`config.mk`:
```
export PLATFORM = sky130hd
export DESIGN_NAME = two_level_walker
export DESIGN_NICKNAME = d
export VERILOG_FILES = /design/src/rtl/tlw_pkg.sv /design/src/rtl/tlw_entry_addr.sv /design/src/rtl/tlw_ctrl.sv /design/src/rtl/tlw_datapath.sv /design/src/rtl/two_level_walker.sv
export SDC_FILE = /design/constraint.sdc
export NUM_CORES = 1
export LEC_CHECK = 0
export BUFFER_PORTS_ARGS = -buffer_cell sky130_fd_sc_hd__buf_4
export CAP_MARGIN = 25
export CORE_MARGIN = 4
export CORE_UTILIZATION = 40
export CTS_BUF_LIST = sky130_fd_sc_hd__clkbuf_8
export DETAILED_ROUTE_END_ITERATION = 8
export PLACE_DENSITY = 0.81
export SETUP_SLACK_MARGIN = 0.02
export SYNTH_ARGS = -nofsm -noshare
export SYNTH_HDL_FRONTEND = slang
export SYNTH_SLANG_ARGS = --single-unit
```
`constraint.sdc`:
```
create_clock -name clk -period 2.7 [get_ports clk]
set_clock_uncertainty 0.05 [all_clocks]
set_input_delay 0.135 -clock clk [delete_from_list [all_inputs] [get_ports clk]]
set_output_delay 0.135 -clock clk [all_outputs]
set_load 0.03 [all_outputs]
```
`src/rtl/tlw_pkg.sv`:
```
package tlw_pkg;

  typedef enum logic [2:0] {
    ST_IDLE = 3'd0,
    ST_RD1  = 3'd1,
    ST_WT1  = 3'd2,
    ST_RD2  = 3'd3,
    ST_WT2  = 3'd4,
    ST_DONE = 3'd5
  } walk_state_e;

  localparam logic [1:0] LVL_NONE = 2'd0;
  localparam logic [1:0] LVL_ONE  = 2'd1;
  localparam logic [1:0] LVL_TWO  = 2'd2;

endpackage

```
`src/rtl/tlw_entry_addr.sv`:
```
module tlw_entry_addr #(
  parameter int PA_W     = 32,
  parameter int OFF_W    = 12,
  parameter int IDX_W    = 10,
  parameter int ENT_LOG2 = 2
) (
  input  logic [PA_W-OFF_W-1:0] base_frame,
  input  logic [IDX_W-1:0]      index,
  output logic [PA_W-1:0]       entry_addr
);

  localparam int SCALED_W = IDX_W + ENT_LOG2;

  logic [SCALED_W-1:0] scaled;
  logic [PA_W-1:0]     table_start;

  // The index is scaled to a byte offset. Entries are 2**ENT_LOG2 bytes wide.
  assign scaled      = {index, {ENT_LOG2{1'b0}}};
  assign table_start = {base_frame, {OFF_W{1'b0}}};
  assign entry_addr  = table_start + PA_W'(scaled);

endmodule

```
`src/rtl/tlw_ctrl.sv`:
```
module tlw_ctrl
  import tlw_pkg::*;
(
  input  logic        clk,
  input  logic        rst,
  input  logic        req_valid,
  input  logic        mem_req_ready,
  input  logic        mem_rsp_valid,
  input  logic        pte_ok,
  output walk_state_e state_q,
  output logic        accept,
  output logic        l1_hit,
  output logic        l1_miss,
  output logic        l2_hit,
  output logic        l2_miss,
  output logic        busy_q,
  output logic        req_ready,
  output logic        mem_req_valid,
  output logic        res_valid
);

  walk_state_e state_d;

  always_comb begin
    state_d = state_q;
    accept  = 1'b0;
    l1_hit  = 1'b0;
    l1_miss = 1'b0;
    l2_hit  = 1'b0;
    l2_miss = 1'b0;
    case (state_q)
      ST_IDLE: if (req_valid) begin
        accept  = 1'b1;
        state_d = ST_RD1;
      end
      ST_RD1: if (mem_req_ready) state_d = ST_WT1;
      ST_WT1: if (mem_rsp_valid) begin
        if (pte_ok) begin
          l1_hit  = 1'b1;
          state_d = ST_RD2;
        end else begin
          l1_miss = 1'b1;
          state_d = ST_DONE;
        end
      end
      ST_RD2: if (mem_req_ready) state_d = ST_WT2;
      ST_WT2: if (mem_rsp_valid) begin
        l2_hit  = pte_ok;
        l2_miss = !pte_ok;
        state_d = ST_DONE;
      end
      ST_DONE: state_d = ST_IDLE;
      default: state_d = ST_IDLE;
    endcase
  end

  always_ff @(posedge clk) begin
    if (rst) begin
      state_q <= ST_IDLE;
      busy_q  <= 1'b0;
    end else begin
      state_q <= state_d;
      if (accept)                busy_q <= 1'b1;
      else if (state_d == ST_DONE) busy_q <= 1'b0;
    end
  end

  assign req_ready     = (state_q == ST_IDLE);
  assign mem_req_valid = (state_q == ST_RD1) || (state_q == ST_RD2);
  assign res_valid     = (state_q == ST_DONE);

  // no acceptance while a walk is in progress
  a_r2_busy_blocks_accept: assert property (@(posedge clk) disable iff (rst)
    busy_q |-> !req_ready);

  // an invalid root entry ends the walk straight away
  a_r7_l1_fault_ends: assert property (@(posedge clk) disable iff (rst)
    (state_q == ST_WT1 && mem_rsp_valid && !pte_ok) |=> (state_q == ST_DONE));

  // one-cycle result strobe, then idle
  a_r10_result_pulse: assert property (@(posedge clk) disable iff (rst)
    res_valid |=> (!res_valid && req_ready));

endmodule

```
`src/rtl/tlw_datapath.sv`:
```
module tlw_datapath
  import tlw_pkg::*;
#(
  parameter int VA_W     = 32,
  parameter int PA_W     = 32,
  parameter int PTE_W    = 32,
  parameter int OFF_W    = 12,
  parameter int IDX_W    = 10,
  parameter int ENT_LOG2 = 2
) (
  input  logic             clk,
  input  logic             rst,
  input  logic             accept,
  input  logic             l1_hit,
  input  logic             l1_miss,
  input  logic             l2_hit,
  input  logic             l2_miss,
  input  logic [VA_W-1:0]  req_vaddr,
  input  logic [PA_W-1:0]  root_base,
  input  logic [PTE_W-1:0] rsp_data,
  output logic [PA_W-1:0]  mem_addr,
  output logic             res_fault,
  output logic [1:0]       res_level,
  output logic [PA_W-1:0]  res_paddr
);

  localparam int FRAME_W = PA_W - OFF_W;
  localparam int HELD_W  = OFF_W + IDX_W;

  logic [HELD_W-1:0]  va_q;
  logic [FRAME_W-1:0] rsp_frame;
  logic [PA_W-1:0]    l1_addr;
  logic [PA_W-1:0]    l2_addr;
  logic               unused_bits;

  assign rsp_frame   = rsp_data[PTE_W-1 -: FRAME_W];
  assign unused_bits = ^{root_base[OFF_W-1:0], rsp_data[PTE_W-FRAME_W-1:0]};

  tlw_entry_addr #(
    .PA_W(PA_W), .OFF_W(OFF_W), .IDX_W(IDX_W), .ENT_LOG2(ENT_LOG2)
  ) u_root_addr (
    .base_frame (root_base[PA_W-1:OFF_W]),
    .index      (req_vaddr[VA_W-1 -: IDX_W]),
    .entry_addr (l1_addr)
  );

  tlw_entry_addr #(
    .PA_W(PA_W), .OFF_W(OFF_W), .IDX_W(IDX_W), .ENT_LOG2(ENT_LOG2)
  ) u_leaf_addr (
    .base_frame (rsp_frame),
    .index      (va_q[HELD_W-1 -: IDX_W]),
    .entry_addr (l2_addr)
  );

  always_ff @(posedge clk) begin
    if (rst) begin
      va_q      <= '0;
      mem_addr  <= '0;
      res_fault <= 1'b0;
      res_level <= LVL_NONE;
      res_paddr <= '0;
    end else begin
      if (accept) begin
        va_q     <= req_vaddr[HELD_W-1:0];
        mem_addr <= l1_addr;
      end
      if (l1_hit) mem_addr <= l2_addr;
      if (l1_miss) begin
        res_fault <= 1'b1;
        res_level <= LVL_ONE;
        res_paddr <= '0;
      end
      if (l2_miss) begin
        res_fault <= 1'b1;
        res_level <= LVL_TWO;
        res_paddr <= '0;
      end
      if (l2_hit) begin
        res_fault <= 1'b0;
        res_level <= LVL_NONE;
        res_paddr <= {rsp_frame, va_q[OFF_W-1:0]};
      end
    end
  end

endmodule

```
`src/rtl/two_level_walker.sv`:
```
module two_level_walker
  import tlw_pkg::*;
#(
  parameter int VA_W     = 32,
  parameter int PA_W     = 32,
  parameter int PTE_W    = 32,
  parameter int OFF_W    = 12,
  parameter int IDX_W    = 10,
  parameter int ENT_LOG2 = 2
) (
  input  logic             clk,
  input  logic             rst,
  input  logic             req_valid,
  output logic             req_ready,
  input  logic [VA_W-1:0]  req_vaddr,
  input  logic [PA_W-1:0]  root_base,
  output logic             busy,
  output logic             mem_req_valid,
  input  logic             mem_req_ready,
  output logic [PA_W-1:0]  mem_req_addr,
  input  logic             mem_rsp_valid,
  input  logic [PTE_W-1:0] mem_rsp_data,
  output logic             res_valid,
  output logic             res_fault,
  output logic [1:0]       res_level,
  output logic [PA_W-1:0]  res_paddr
);

  walk_state_e state_q;
  logic accept, l1_hit, l1_miss, l2_hit, l2_miss;
  logic pte_ok;

  // Bit 0 of an entry is its valid flag.
  assign pte_ok = mem_rsp_data[0];

  tlw_ctrl u_ctrl (
    .clk           (clk),
    .rst           (rst),
    .req_valid     (req_valid),
    .mem_req_ready (mem_req_ready),
    .mem_rsp_valid (mem_rsp_valid),
    .pte_ok        (pte_ok),
    .state_q       (state_q),
    .accept        (accept),
    .l1_hit        (l1_hit),
    .l1_miss       (l1_miss),
    .l2_hit        (l2_hit),
    .l2_miss       (l2_miss),
    .busy_q        (busy),
    .req_ready     (req_ready),
    .mem_req_valid (mem_req_valid),
    .res_valid     (res_valid)
  );

  tlw_datapath #(
    .VA_W(VA_W), .PA_W(PA_W), .PTE_W(PTE_W),
    .OFF_W(OFF_W), .IDX_W(IDX_W), .ENT_LOG2(ENT_LOG2)
  ) u_dp (
    .clk       (clk),
    .rst       (rst),
    .accept    (accept),
    .l1_hit    (l1_hit),
    .l1_miss   (l1_miss),
    .l2_hit    (l2_hit),
    .l2_miss   (l2_miss),
    .req_vaddr (req_vaddr),
    .root_base (root_base),
    .rsp_data  (mem_rsp_data),
    .mem_addr  (mem_req_addr),
    .res_fault (res_fault),
    .res_level (res_level),
    .res_paddr (res_paddr)
  );

  // a waiting read request holds its address
  a_r9_req_hold: assert property (@(posedge clk) disable iff (rst)
    (mem_req_valid && !mem_req_ready) |=> (mem_req_valid && $stable(mem_req_addr)));

  // no second read while a response is outstanding
  a_r9_single_outstanding: assert property (@(posedge clk) disable iff (rst)
    (mem_req_valid && mem_req_ready) |=> !mem_req_valid);

  // a successful result carries level 0
  a_r6_success_level: assert property (@(posedge clk) disable iff (rst)
    (res_valid && !res_fault) |-> (res_level == LVL_NONE));

  // a fault names level 1 or level 2
  a_r8_fault_level: assert property (@(posedge clk) disable iff (rst)
    (res_valid && res_fault) |-> (res_level == LVL_ONE || res_level == LVL_TWO));

endmodule

```
* After elaboration in Yosys (flattened, before gate mapping)
Cells that the tools add are included.
Cells by class: add/subtract/negate cells 2, equality and inequality tests 6, mux-type cells 30, reduce and logical (&&, ||, !) cells 9
Operators by type and width (number):
- 32-bit 2-to-1 mux | 5
- 32-bit by 12-bit adder with 32-bit output | 2
- 3-bit 2-to-1 mux | 6
- 1-bit 2-to-1 mux | 16
- 3-bit one-hot mux with 5 select lines | 1
- 3-bit equality test, second input constant | 3
- 3-bit by 2-bit equality test with 1-bit output, second input constant | 2
- 2-bit nonzero test | 3
- 2-bit 2-to-1 mux | 2
- 3-bit by 1-bit equality test with 1-bit output, second input constant | 1
- 3-bit logical NOT | 1
- 3-bit nonzero test | 1
- 3-bit OR reduction | 1
- 2-bit OR reduction | 1
- 1-bit logical NOT | 1
- 1-bit logical OR | 1
Storage, ports and cells: flip-flop bits (word level) 93, input bits 101, output and inout bits 71, logic and storage cells 55

* Logic depth before layout (Yosys ltp)
word-level depth 6, depth in mapped cells 7, mapped depth without buffers 4

* Modules after synthesis
A second synthesis with hierarchy kept.
Second synthesis, totals: cells, all modules 466, area, all modules 4413.0 um^2
Modules (own cells, without submodules):
- tlw_datapath | instances 1, cells an instance 367, area an instance 3658.5 um^2, sequential area each 1781.7 um^2
- tlw_entry_addr | instances 2, cells an instance 33, area an instance 244.0 um^2, sequential area each 0.0 um^2
- tlw_ctrl | instances 1, cells an instance 33, area an instance 266.5 um^2, sequential area each 80.1 um^2

* Least setup slack after synthesis
OpenSTA, ideal clock, no wires.
path type register -> register, start point reg u_ctrl.state_q[0], end point reg u_dp.mem_addr[14], library setup time 0.157 ns, data arrival time 1.392 ns, required time 2.493 ns, path slack 1.101 ns, stages on the path, launching flop included 7, buffers on the path 3, clock period less this slack 1.599 ns, cell sequence dfxtp_1 buf_6 or4b_1 buf_2 buf_2 nand2_1 a311oi_2
On the way: word-level cells in the longest chain between the ends 3, elaborated cells on any way between the ends 6, those cells by class eq/ne: 1; mux: 3; reduce/logical: 2
RTL lines:
- start: declaration | RTL line tlw_ctrl.sv:10 | output walk_state_e state_q,
- start signal: assignment | RTL line tlw_ctrl.sv:62 | state_q <= state_d;
- 3-bit by 2-bit equality test with 1-bit output / 3-bit logical NOT (equally long branches) | RTL line tlw_ctrl.sv:31 | case (state_q)
- 1-bit 2-to-1 mux | RTL line tlw_ctrl.sv:31
- 32-bit 2-to-1 mux / 2-bit nonzero test (equally long branches)
- end signal: assignment | RTL line tlw_datapath.sv:65 | mem_addr <= l1_addr;
- end signal: assignment | RTL line tlw_datapath.sv:67 | if (l1_hit) mem_addr <= l2_addr;
- end: declaration | RTL line tlw_datapath.sv:21 | output logic [PA_W-1:0] mem_addr,
Parallel ways exist; a longest one is shown, timed or not. A chain may end at the register's enable or synchronous reset.

* Final worst setup path
start point reg u_ctrl.state_q[0], end point reg u_dp.mem_addr[18]
The elaborated chain is that of the path after synthesis.

==> flow_metrics.env <==
export IMPL_final_cell_area_um2=5380
export IMPL_ys_ff_latch=91
export IMPL_rsz0062_at_grt="false"
export IMPL_drt_initial_drc_count=101
export IMPL_grt_pass1_vias=3359
export IMPL_setup_tns_final_ps=0
export IMPL_cp_max_fo=34
export IMPL_cp_required_ps=2850
export IMPL_p_leak_uw=0.002336
export IMPL_r2r_slack_ps=550
export IMPL_rr_endpoint="u_dp.mem_addr[18]$_SDFFE_PP0P_"
export IMPL_gr_usage_all_layers_pct=19.26
export IMPL_hold_viol=0
export IMPL_placed_area_um2=4740
export IMPL_pin_count=172
export IMPL_drive_gt1_share_pct=35.93
export IMPL_ctsLongestPathBuffers=2
export IMPL_min_path_cells=3
export IMPL_fin_crit_ps=2146
export IMPL_layout_nets=662
export IMPL_synth_edff_count=0
export IMPL_die_w_um=102.9
export IMPL_worstHoldStart="req_vaddr[23]"
export IMPL_r2r_start="u_ctrl.state_q[0]$_SDFF_PP0_"
export IMPL_wl_per_cell_um=15.91
export IMPL_initial_core_util_pct=41.15
export IMPL_endpoint_kind="register"
export IMPL_dp_hpwl_um=6713
export IMPL_hold_path_class="primary input to register"
export IMPL_gr_total_overflow=0
export IMPL_grt_max_degree=42
export IMPL_cts_max_level=3
export IMPL_clkSinkCount=91
export IMPL_final_setup_viol_count=0
export IMPL_syn_inst=382
export IMPL_slew_viol_final=0
export IMPL_final_common_cell="buf_4"
export IMPL_antenna_cells=0
export IMPL_drtPass1Iterations=4
export IMPL_vias=3455
export IMPL_cts_root_buf="clkbuf_8"
export IMPL_fp_dieH_um=102.9
export IMPL_clk_pin_slew_ps=90
export IMPL_synth_area_leader_cell="dfxtp_1"
export IMPL_cts_tree="done"
export IMPL_clk_latency_ps=340
export IMPL_synth_top_area_share_pct=50.52
export IMPL_path_cells="or4b_2 > buf_12 > nand2_1 > a311oi_2"
export IMPL_synthToLayoutAreaGrowth_pct=49.20
export IMPL_yosys_warnings=0
export IMPL_netlist_area_um2=3606
export IMPL_ys_async_sr_fraction_pct=0
export IMPL_fmax_ghz=0.4660
export IMPL_relSlewSlack_pct=59.54
export IMPL_cts_buffers=9
export IMPL_critPathMaxStageDelay_ps=1010
export IMPL_pwr_density_cell_nw_per_um2=551.7
export IMPL_status="completed"
export IMPL_layout_common_cells="buf_4, nand2_1, dfxtp_1, dlygate4sd3_1, nor2_1"
export IMPL_synth_area_per_cell_um2=9.440
export IMPL_cp_arrival_ps=2290
export IMPL_fin_crit_sh_pct=79.47
export IMPL_netlist_cell_type_count=33
export IMPL_synthFlopType="dfxtp_1"
export IMPL_place_gp_congestion=0.7588
export IMPL_grt_pass1_wl_um=16190
export IMPL_post_drt_via_cell_ratio=5.134
export IMPL_drt_wl_total_um=10710
export IMPL_core_um2=8763
export IMPL_dp_slack_ps=573.2
export IMPL_criticalPathCategory="register to register"
export IMPL_drc=0
export IMPL_cap_viol_max_count=0
export IMPL_worstMarginPinSlew_ps=606.9
export IMPL_rr_worst_depth=4
export IMPL_holdPathEnd="u_dp.mem_addr[3]$_SDFFE_PP0P_"
export IMPL_io_buffers=146
export IMPL_grt_antenna_before_repair=0
export IMPL_row_count=34
export IMPL_ant_nets=0
export IMPL_die_area_um2=10600
export IMPL_irDropWorstVdd_mv=0.2564
export IMPL_setup_slack_ps=554.2
export IMPL_ys_seq_area_share_pct=50.52
export IMPL_synthTopCellsByArea="dfxtp_1, nand2_1, a22o_1"
export IMPL_cp_slowest_cell="or4b_2"
export IMPL_crit_path_start_kind="register"
## critical path: cells and delay by family, from the launching register on
kind | cells | cell delay [ps]
AO/OA/AOI/OAI | 1 | 100
AND/OR/NAND/NOR | 2 | 1110
buffers and inverters | 1 | 290
flip-flops | 1 | 440
## cell type report
class / instances / area, µm²
clock buffer: 9 / 123.9
clock inverter: 6 / 66.31
fill: 720 / 3383
inverter: 2 / 7.507
multi-input combinational: 257 / 1587
sequential: 91 / 1822
tap: 108 / 135.1
timing repair buffer: 200 / 1639
## metrics by stage
stage / power, µW / cells / utilization [%] / hold WS (ps)
after detailed placement: 2040 / 613 / 54.08 / 307.7
after global placement: 2027 / 613 / 54.08 / 307.3
after global routing: 3095 / 673 / 61.39 / 19.96
final: 2968 / 673 / 61.39 / 18.13
after floorplan: 1819 / 383 / - / 210.5
after CTS: 2985 / 673 / 61.39 / 3.486
## repair_timing
action                    in CTS  in global routing
resized for setup              0                  0
hold endpoints to repair      45                  0
setup buffers                  0                  0
hold buffers                  45                  0
## cells by family after synthesis
group / after synthesis / synth area share, %
buffers and inverters: 35 / 5.899
multiplexers: 1 / 0.3123
AO/OA/AOI/OAI: 100 / 24.32
flip-flops: 91 / 50.52
other: 1 / 0.1040
AND/OR/NAND/NOR: 153 / 18.60
XOR/XNOR: 1 / 0.2429
## cells in the mapped netlist (2+ instances only)
| master | count |
|---|---|
| a21oi_1 | 27 |
| a22o_1 | 32 |
| a311oi_1 | 5 |
| a311oi_2 | 18 |
| a31oi_1 | 3 |
| buf_2 | 11 |
| buf_4 | 4 |
| buf_6 | 7 |
| clkbuf_1 | 10 |
| dfxtp_1 | 91 |
| inv_1 | 2 |
| nand2_1 | 92 |
| nand2b_1 | 4 |
| nor2_1 | 41 |
| nor2_2 | 4 |
| nor3_1 | 2 |
| o21ai_0 | 6 |
| o221a_1 | 3 |
| o221a_2 | 5 |
| or3_1 | 2 |
## how the worst max path moves through the flow
stage / startpoint / end
2_1_floorplan: u_ctrl.state_q[0]$_SDFF_PP0_ / u_dp.mem_addr[14]$_SDFFE_PP0P_
3_3_place_gp: u_ctrl.state_q[0]$_SDFF_PP0_ / u_dp.mem_addr[15]$_SDFFE_PP0P_
3_5_place_dp: u_ctrl.state_q[0]$_SDFF_PP0_ / u_dp.mem_addr[18]$_SDFFE_PP0P_
4_1_cts: u_ctrl.state_q[0]$_SDFF_PP0_ / u_dp.mem_addr[15]$_SDFFE_PP0P_
5_1_grt: u_ctrl.state_q[0]$_SDFF_PP0_ / u_dp.mem_addr[18]$_SDFFE_PP0P_
6_report: u_ctrl.state_q[0]$_SDFF_PP0_ / u_dp.mem_addr[18]$_SDFFE_PP0P_
## sequential cells by signal (all words and copies together) (netlist names)
| signal | flops |
|---|---|
| u_dp.va_q | 22 |
| u_dp.res_level | 2 |
| u_dp.res_paddr | 32 |
| u_ctrl.state_q | 3 |
| u_ctrl.busy_q | 1 |
| u_dp.mem_addr | 30 |
| u_dp.res_fault | 1 |
## metal layers
layer | track usage (%) | share of wire, %
met5 | 0 | 0
met3 | 3.383 | 5.7
met4 | 5.876 | 1.1
met1 | 23.36 | 42
met2 | 34.58 | 51
## power breakdown
part	switching [µW]	leakage, µW	total [µW]	internal (µW)
clock network	477	0.0000931	903	425
logic	330	0.00150	605	275
registers	46.0	0.000742	1460	1420
total	854	0.00234	2970	2110
No activity file was read; power rests on OpenSTA's default activity.
